===== config.mk =====
export PLATFORM = sky130hd
export DESIGN_NAME = ais_insert_ctrl
export DESIGN_NICKNAME = d
export VERILOG_FILES = /design/src/rtl/ais_ctrl_pkg.sv /design/src/rtl/ais_defect_sel.sv /design/src/rtl/ais_mf_hold.sv /design/src/rtl/ais_line_out.sv /design/src/rtl/ais_insert_ctrl.sv
export SDC_FILE = /design/constraint.sdc
export NUM_CORES = 1
export LEC_CHECK = 0
export CAP_MARGIN = 20
export CORE_MARGIN = 5
export CORE_UTILIZATION = 40
export DETAILED_ROUTE_END_ITERATION = 12
export DONT_BUFFER_PORTS = 1
export MAX_ROUTING_LAYER = met4
export PLACE_DENSITY_LB_ADDON = 0.2
export SYNTH_ARGS = -nofsm -noshare
export SYNTH_HDL_FRONTEND = slang
export SYNTH_HIERARCHICAL = 1
export SYNTH_SLANG_ARGS = --single-unit

===== constraint.sdc =====
create_clock -name clk -period 1.2 [get_ports clk]
set_input_delay 0.06 -clock clk [delete_from_list [all_inputs] [get_ports clk]]
set_output_delay 0.06 -clock clk [all_outputs]
set_load 0.05 [all_outputs]

===== src/rtl/ais_ctrl_pkg.sv =====
package ais_ctrl_pkg;
  localparam int DEF_W    = 7;
  localparam int DEF_LOP  = 0;
  localparam int DEF_PAIS = 1;
  localparam int DEF_DLOC = 2;
  localparam int DEF_UAIS = 3;
  localparam int DEF_H4   = 4;
  localparam int DEF_UNEQ = 5;
  localparam int DEF_SLM  = 6;

  typedef struct packed {
    logic uais_qual;
    logic h4_ignore;
    logic uneq_qual;
  } qual_cfg_t;
endpackage


===== src/rtl/ais_defect_sel.sv =====
module ais_defect_sel
  import ais_ctrl_pkg::*;
(
  input  logic [DEF_W-1:0] def_a_i,
  input  logic [DEF_W-1:0] def_b_i,
  input  logic             side_sel_i,
  input  qual_cfg_t        cfg_i,
  output logic             hit_o
);
  logic [DEF_W-1:0] chosen;
  logic             hard_hit;
  logic             soft_hit;

  always_comb begin
    chosen   = side_sel_i ? def_b_i : def_a_i;
    hard_hit = chosen[DEF_LOP] | chosen[DEF_PAIS] | chosen[DEF_DLOC] | chosen[DEF_SLM];
    soft_hit = (chosen[DEF_UAIS] & cfg_i.uais_qual)
             | (chosen[DEF_H4]   & ~cfg_i.h4_ignore)
             | (chosen[DEF_UNEQ] & cfg_i.uneq_qual);
    hit_o    = hard_hit | soft_hit;
  end
endmodule


===== src/rtl/ais_mf_hold.sv =====
module ais_mf_hold (
  input  logic clk,
  input  logic rst,
  input  logic err_i,
  input  logic mf_i,
  output logic active_o
);
  logic pend_q;
  logic hold_q;

  always_ff @(posedge clk) begin
    if (rst) begin
      pend_q <= 1'b0;
      hold_q <= 1'b0;
    end else if (mf_i) begin
      pend_q <= 1'b0;
      hold_q <= pend_q | err_i;
    end else begin
      pend_q <= pend_q | err_i;
    end
  end

  assign active_o = pend_q | hold_q;
endmodule


===== src/rtl/ais_line_out.sv =====
module ais_line_out #(
  parameter int NP = 4
) (
  input  logic          clk,
  input  logic          rst,
  input  logic          bit_en_i,
  input  logic [NP-1:0] data_i,
  input  logic [NP-1:0] ais_i,
  output logic [NP-1:0] data_o
);
  always_ff @(posedge clk) begin
    if (rst)           data_o <= '0;
    else if (bit_en_i) data_o <= data_i | ais_i;
  end
endmodule


===== src/rtl/ais_insert_ctrl.sv =====
module ais_insert_ctrl
  import ais_ctrl_pkg::*;
#(
  parameter int NP = 4
) (
  input  logic               clk,
  input  logic               rst,
  input  logic               bit_en_i,
  input  logic [NP-1:0]      mf_pulse_i,
  input  logic               rx_ais_en_i,
  input  logic               tx_ais_en_i,
  input  logic               uais_qual_i,
  input  logic               h4_ignore_i,
  input  logic               uneq_qual_i,
  input  logic [NP-1:0]      side_sel_i,
  input  logic [NP-1:0]      force_rx_i,
  input  logic [NP-1:0]      fifo_err_i,
  input  logic [NP*DEF_W-1:0] def_a_i,
  input  logic [NP*DEF_W-1:0] def_b_i,
  input  logic [NP-1:0]      los_i,
  input  logic [NP-1:0]      loc_i,
  input  logic [NP-1:0]      rx_data_i,
  input  logic [NP-1:0]      tx_data_i,
  output logic [NP-1:0]      rx_data_o,
  output logic [NP-1:0]      tx_data_o,
  output logic [NP-1:0]      rx_ais_o,
  output logic [NP-1:0]      tx_ais_o
);
  qual_cfg_t     cfg;
  logic [NP-1:0] defect_hit;
  logic [NP-1:0] hold_act;
  logic [NP-1:0] rx_cond;
  logic [NP-1:0] tx_cond;

  assign cfg = '{uais_qual: uais_qual_i, h4_ignore: h4_ignore_i, uneq_qual: uneq_qual_i};

  for (genvar p = 0; p < NP; p++) begin : g_port
    ais_defect_sel u_sel (
      .def_a_i    (def_a_i[p*DEF_W +: DEF_W]),
      .def_b_i    (def_b_i[p*DEF_W +: DEF_W]),
      .side_sel_i (side_sel_i[p]),
      .cfg_i      (cfg),
      .hit_o      (defect_hit[p])
    );

    ais_mf_hold u_hold (
      .clk      (clk),
      .rst      (rst),
      .err_i    (fifo_err_i[p] & rx_ais_en_i),
      .mf_i     (mf_pulse_i[p]),
      .active_o (hold_act[p])
    );

    assign rx_cond[p] = force_rx_i[p] | hold_act[p]
                      | (rx_ais_en_i & (defect_hit[p] | fifo_err_i[p]));
    assign tx_cond[p] = tx_ais_en_i & (los_i[p] | loc_i[p]);
  end

  always_ff @(posedge clk) begin
    if (rst) begin
      rx_ais_o <= '0;
      tx_ais_o <= '0;
    end else begin
      rx_ais_o <= rx_cond;
      tx_ais_o <= tx_cond;
    end
  end

  ais_line_out #(.NP(NP)) u_rx_out (
    .clk      (clk),
    .rst      (rst),
    .bit_en_i (bit_en_i),
    .data_i   (rx_data_i),
    .ais_i    (rx_ais_o),
    .data_o   (rx_data_o)
  );

  ais_line_out #(.NP(NP)) u_tx_out (
    .clk      (clk),
    .rst      (rst),
    .bit_en_i (bit_en_i),
    .data_i   (tx_data_i),
    .ais_i    (tx_ais_o),
    .data_o   (tx_data_o)
  );
endmodule


==> impl_metrics.toml <==
[pwr]
p_comb_share_pct = 24.6
total_power_divided_by_cell_area_nw_per_um2 = 1130
irDropWorstVdd_mv = 0.981
power_frac_clock_pct = 29.8
leakage_nw = 0.704
power_report.internal_total_mw = 1.41
total_switching_power_uw = 521
power_switching_share_pct = 27.0
post-layout-total-power_mw = 1.93
sequentialPowerShare_pct = 45.6

[detailed_routing]
drc = 0
detailroute.via_count = 1212
detail_route.first_pass.iterations = 4
drt-wirelength-per-cell_um = 17.4
dr.first_iter.drc_count = 64
detail-route-antenna-nets = 0
routed_wl_mm = 3.83
drt-vias-per-instance = 5.51

[timing]
finalHoldViolCount = 0
max_slew_headroom_pct = 51.1
clock_skew_ns = 0.00897
timing.fmax_ghz = 0.859
worst_slew_pin_slew_ns = 0.732
timing.final.crit_period_ns = 1.16
setup_violations = 0
hold_slack_ns = 0.0786
drv_slew = 0
post-route-period-util_pct = 97.0
setup_slack_ns = 0.0356

[synth]
flop_and_latch_count_out_of_synthesis = 24
yosys.area_share.adder_pct = 0
synthXorXnorAreaFrac_pct = 0
yosys.area_share.simple_pct = 32.2
postSynthCellCount = 135
library_cells_used_by_synthesis = 18
yosysSeqAreaShare_pct = 41.9
syn_area_per_cell_sq_um = 8.50
synthMuxAreaShare_pct = 5.23
yosys_warnings = 6
post_synth_instance_area_sq_um = 1150
combinational_family_with_the_most_area_after_synthesis = "simple AND/OR/NAND/NOR gates"
synthesis.nets = 231
synth-compound-area-share_pct = 18.8

[place]
gp_congestion = 0.841
port-buffer-count = 0
half_perimeter_wire_length_after_detailed_placement_mm = 2.68
placedCellCount = 180
placement.setup.worst_slack_ns = 0.00997

[floorplan]
fp.dieW_um = 63.6
placeable_area_sq_um = 2760
floorplan.initialDensity_pct = 41.6
row_count = 19
io_pins = 112
fp.dieArea_sq_um = 4040
chipHeight_um = 63.6

[finish]
final-instance-count-excl-fill = 220
antennaDiodeCount = 0
drive_gt1_share_pct = 19.6
area_growth_pct = 48.6
number_of_nets_in_the_layout = 286
most_used_cells_in_the_layout_excluding_fill_and_tap_cells = "36 x sky130_fd_sc_hd__dlygate4sd3_1, 33 x sky130_fd_sc_hd__nor2_1, 23 x sky130_fd_sc_hd__dfxtp_1"
fillers = 232
layout.cells.most_common = "sky130_fd_sc_hd__dlygate4sd3_1"

[worst_setup_path]
setup.worst_path.end_class = "flop"
worst-path-max-fanout = 2
cp-start-kind = "flop"
critical_path.reg2reg.startpoint = "g_port[2].u_hold/pend_q"
crit_type = "reg2reg"
rr_worst_depth = 3
critical_path.reg2reg.endpoint = "g_port[2].u_hold/pend_q"
timing.critical_path.required_ns = 1.41
cp.arrival_ns = 1.37
rrSetupSlack_ns = 0.04

[global_routing]
overflow = 0
grt_max_degree = 18
use_met1_pct = 18.7
met2_usage_pct = 36.0
first_pass_grt_wire_length_mm = 5.97
grt_pass1_vias = 1326
antenna_found_initial = 0
grt_use_total_pct = 19.0
use_met3_pct = 3.55
busiest_layer = "met2"

[clock_network]
clk_transition_reported_paths_ns = 0.13
tritoncts = "built"
cts_buffer_depth = 2
clk_sink_count = 24
cts-buffers-inserted = 3
clock_tree.root_cell = "sky130_fd_sc_hd__clkbuf_4"
h_tree_level_count = 1
clock_insertion_delay_worst_skew_ns = 0.32

[job]
drv_cap = 0

[worst_hold_path]
timing.hold.worst.class = "in2reg"
timing.hold.worst_endpoint = "rx_ais_o[0]"
worst_hold_path.num_cells = 3
hold_path.startpoint = "side_sel_i[0]"

[run_status]
status = "completed"
-- synth_stat cells, drive strengths merged --
library cell	instances	area, sq um
nor2	36	135
dfxtp	24	480
a211oi	12	110
nand2b	9	63.8
nand2	8	30.0
nor4	8	50.1
a21oi	4	20.0
a221o	4	40.0
a31oi	4	25.0
and2	4	25.0
mux2	4	60.1
nand3	4	20.0
nor3	4	20.0
o21ai	4	20.0
or2	4	25.0
buf	2	22.5
-- critical path: stages, from the launching register on --
cell	delay [ns]
sky130_fd_sc_hd__dfxtp_2	0.34
sky130_fd_sc_hd__nor2_2	0.11
sky130_fd_sc_hd__nor3_1	0.06
sky130_fd_sc_hd__dlygate4sd3_1	0.56
-- sequential cells by signal, indices dropped and copies added (netlist names) --
signal / cells
g_port.u_hold/pend_q: 4
rx_ais_o: 4
u_rx_out/data_o: 4
g_port.u_hold/hold_q: 4
u_tx_out/data_o: 4
tx_ais_o: 4
-- what timing repair did --
action / 4_1_cts / 5_1_grt
hold buffers: 36 / 1
endpoints found under the hold margin: 24 / 4
setup endpoints to repair: 0 / 4
resized for setup: 0 / 4
setup buffers: 0 / 0
-- how the worst max path moves through the flow --
stage | end | slack, ns | depth (start not counted) | startpoint
2_1_floorplan | u_rx_out/data_o[0] | 0.20 | 2 | rx_ais_o[0]
3_3_place_gp | rx_ais_o[1] | 0.08 | 5 | def_b_i[7]
3_5_place_dp | rx_ais_o[1] | 0.01 | 5 | def_b_i[7]
4_1_cts | g_port[0].u_hold/pend_q | 0.01 | 3 | g_port[0].u_hold/pend_q
5_1_grt | g_port[0].u_hold/pend_q | -0.009 | 3 | g_port[0].u_hold/pend_q
6_report | g_port[2].u_hold/pend_q | 0.04 | 3 | g_port[2].u_hold/pend_q
-- kinds of logic after synthesis --
| kind of cell | count (synthesis) |
|---|---|
| mux | 4 |
| simple gates | 77 |
| buf+inv | 2 |
| compound gates | 28 |
| flops | 24 |
-- final cells by class --
type | instances | area (sq um) | share of cell area, %
clock inverter | 1 | 30.0 | 1.76
timing repair buffer | 52 | 480 | 28.2
tap | 31 | 38.8 | 2.27
multi-input combinational | 109 | 652 | 38.2
sequential | 24 | 482 | 28.2
clock buffer | 3 | 22.5 | 1.32
-- routing by layer --
metal  vias to the layer above  wire length [um]  part of all wire (%)
li1                        591                 -                     -
met5                         -                 0                     0
met4                         0                74                   1.9
met3                         7               356                   9.3
met2                        82              2120                    55
met1                       532              1270                    33
-- power groups by stage --
stage          clock network, mW  registers, mW  logic (mW)
2_1_floorplan                  0           1.02       0.153
3_3_place_gp                   0          0.892       0.348
3_5_place_dp                   0          0.894       0.354
4_1_cts                    0.588          0.876       0.469
5_1_grt                    0.612          0.885       0.507
6_report                   0.573          0.878       0.475
-- metrics by stage --
step	utilization, %	TNS (ns)	instance area (sq um)
floorplan	-	0	1150
global placement	46.6	0	1280
detailed placement	46.6	0	1280
CTS	61.5	0	1700
global route	61.8	-0.00950	1710
finish	61.8	0	1710
Note: power is estimated with default switching activity, not from simulation.
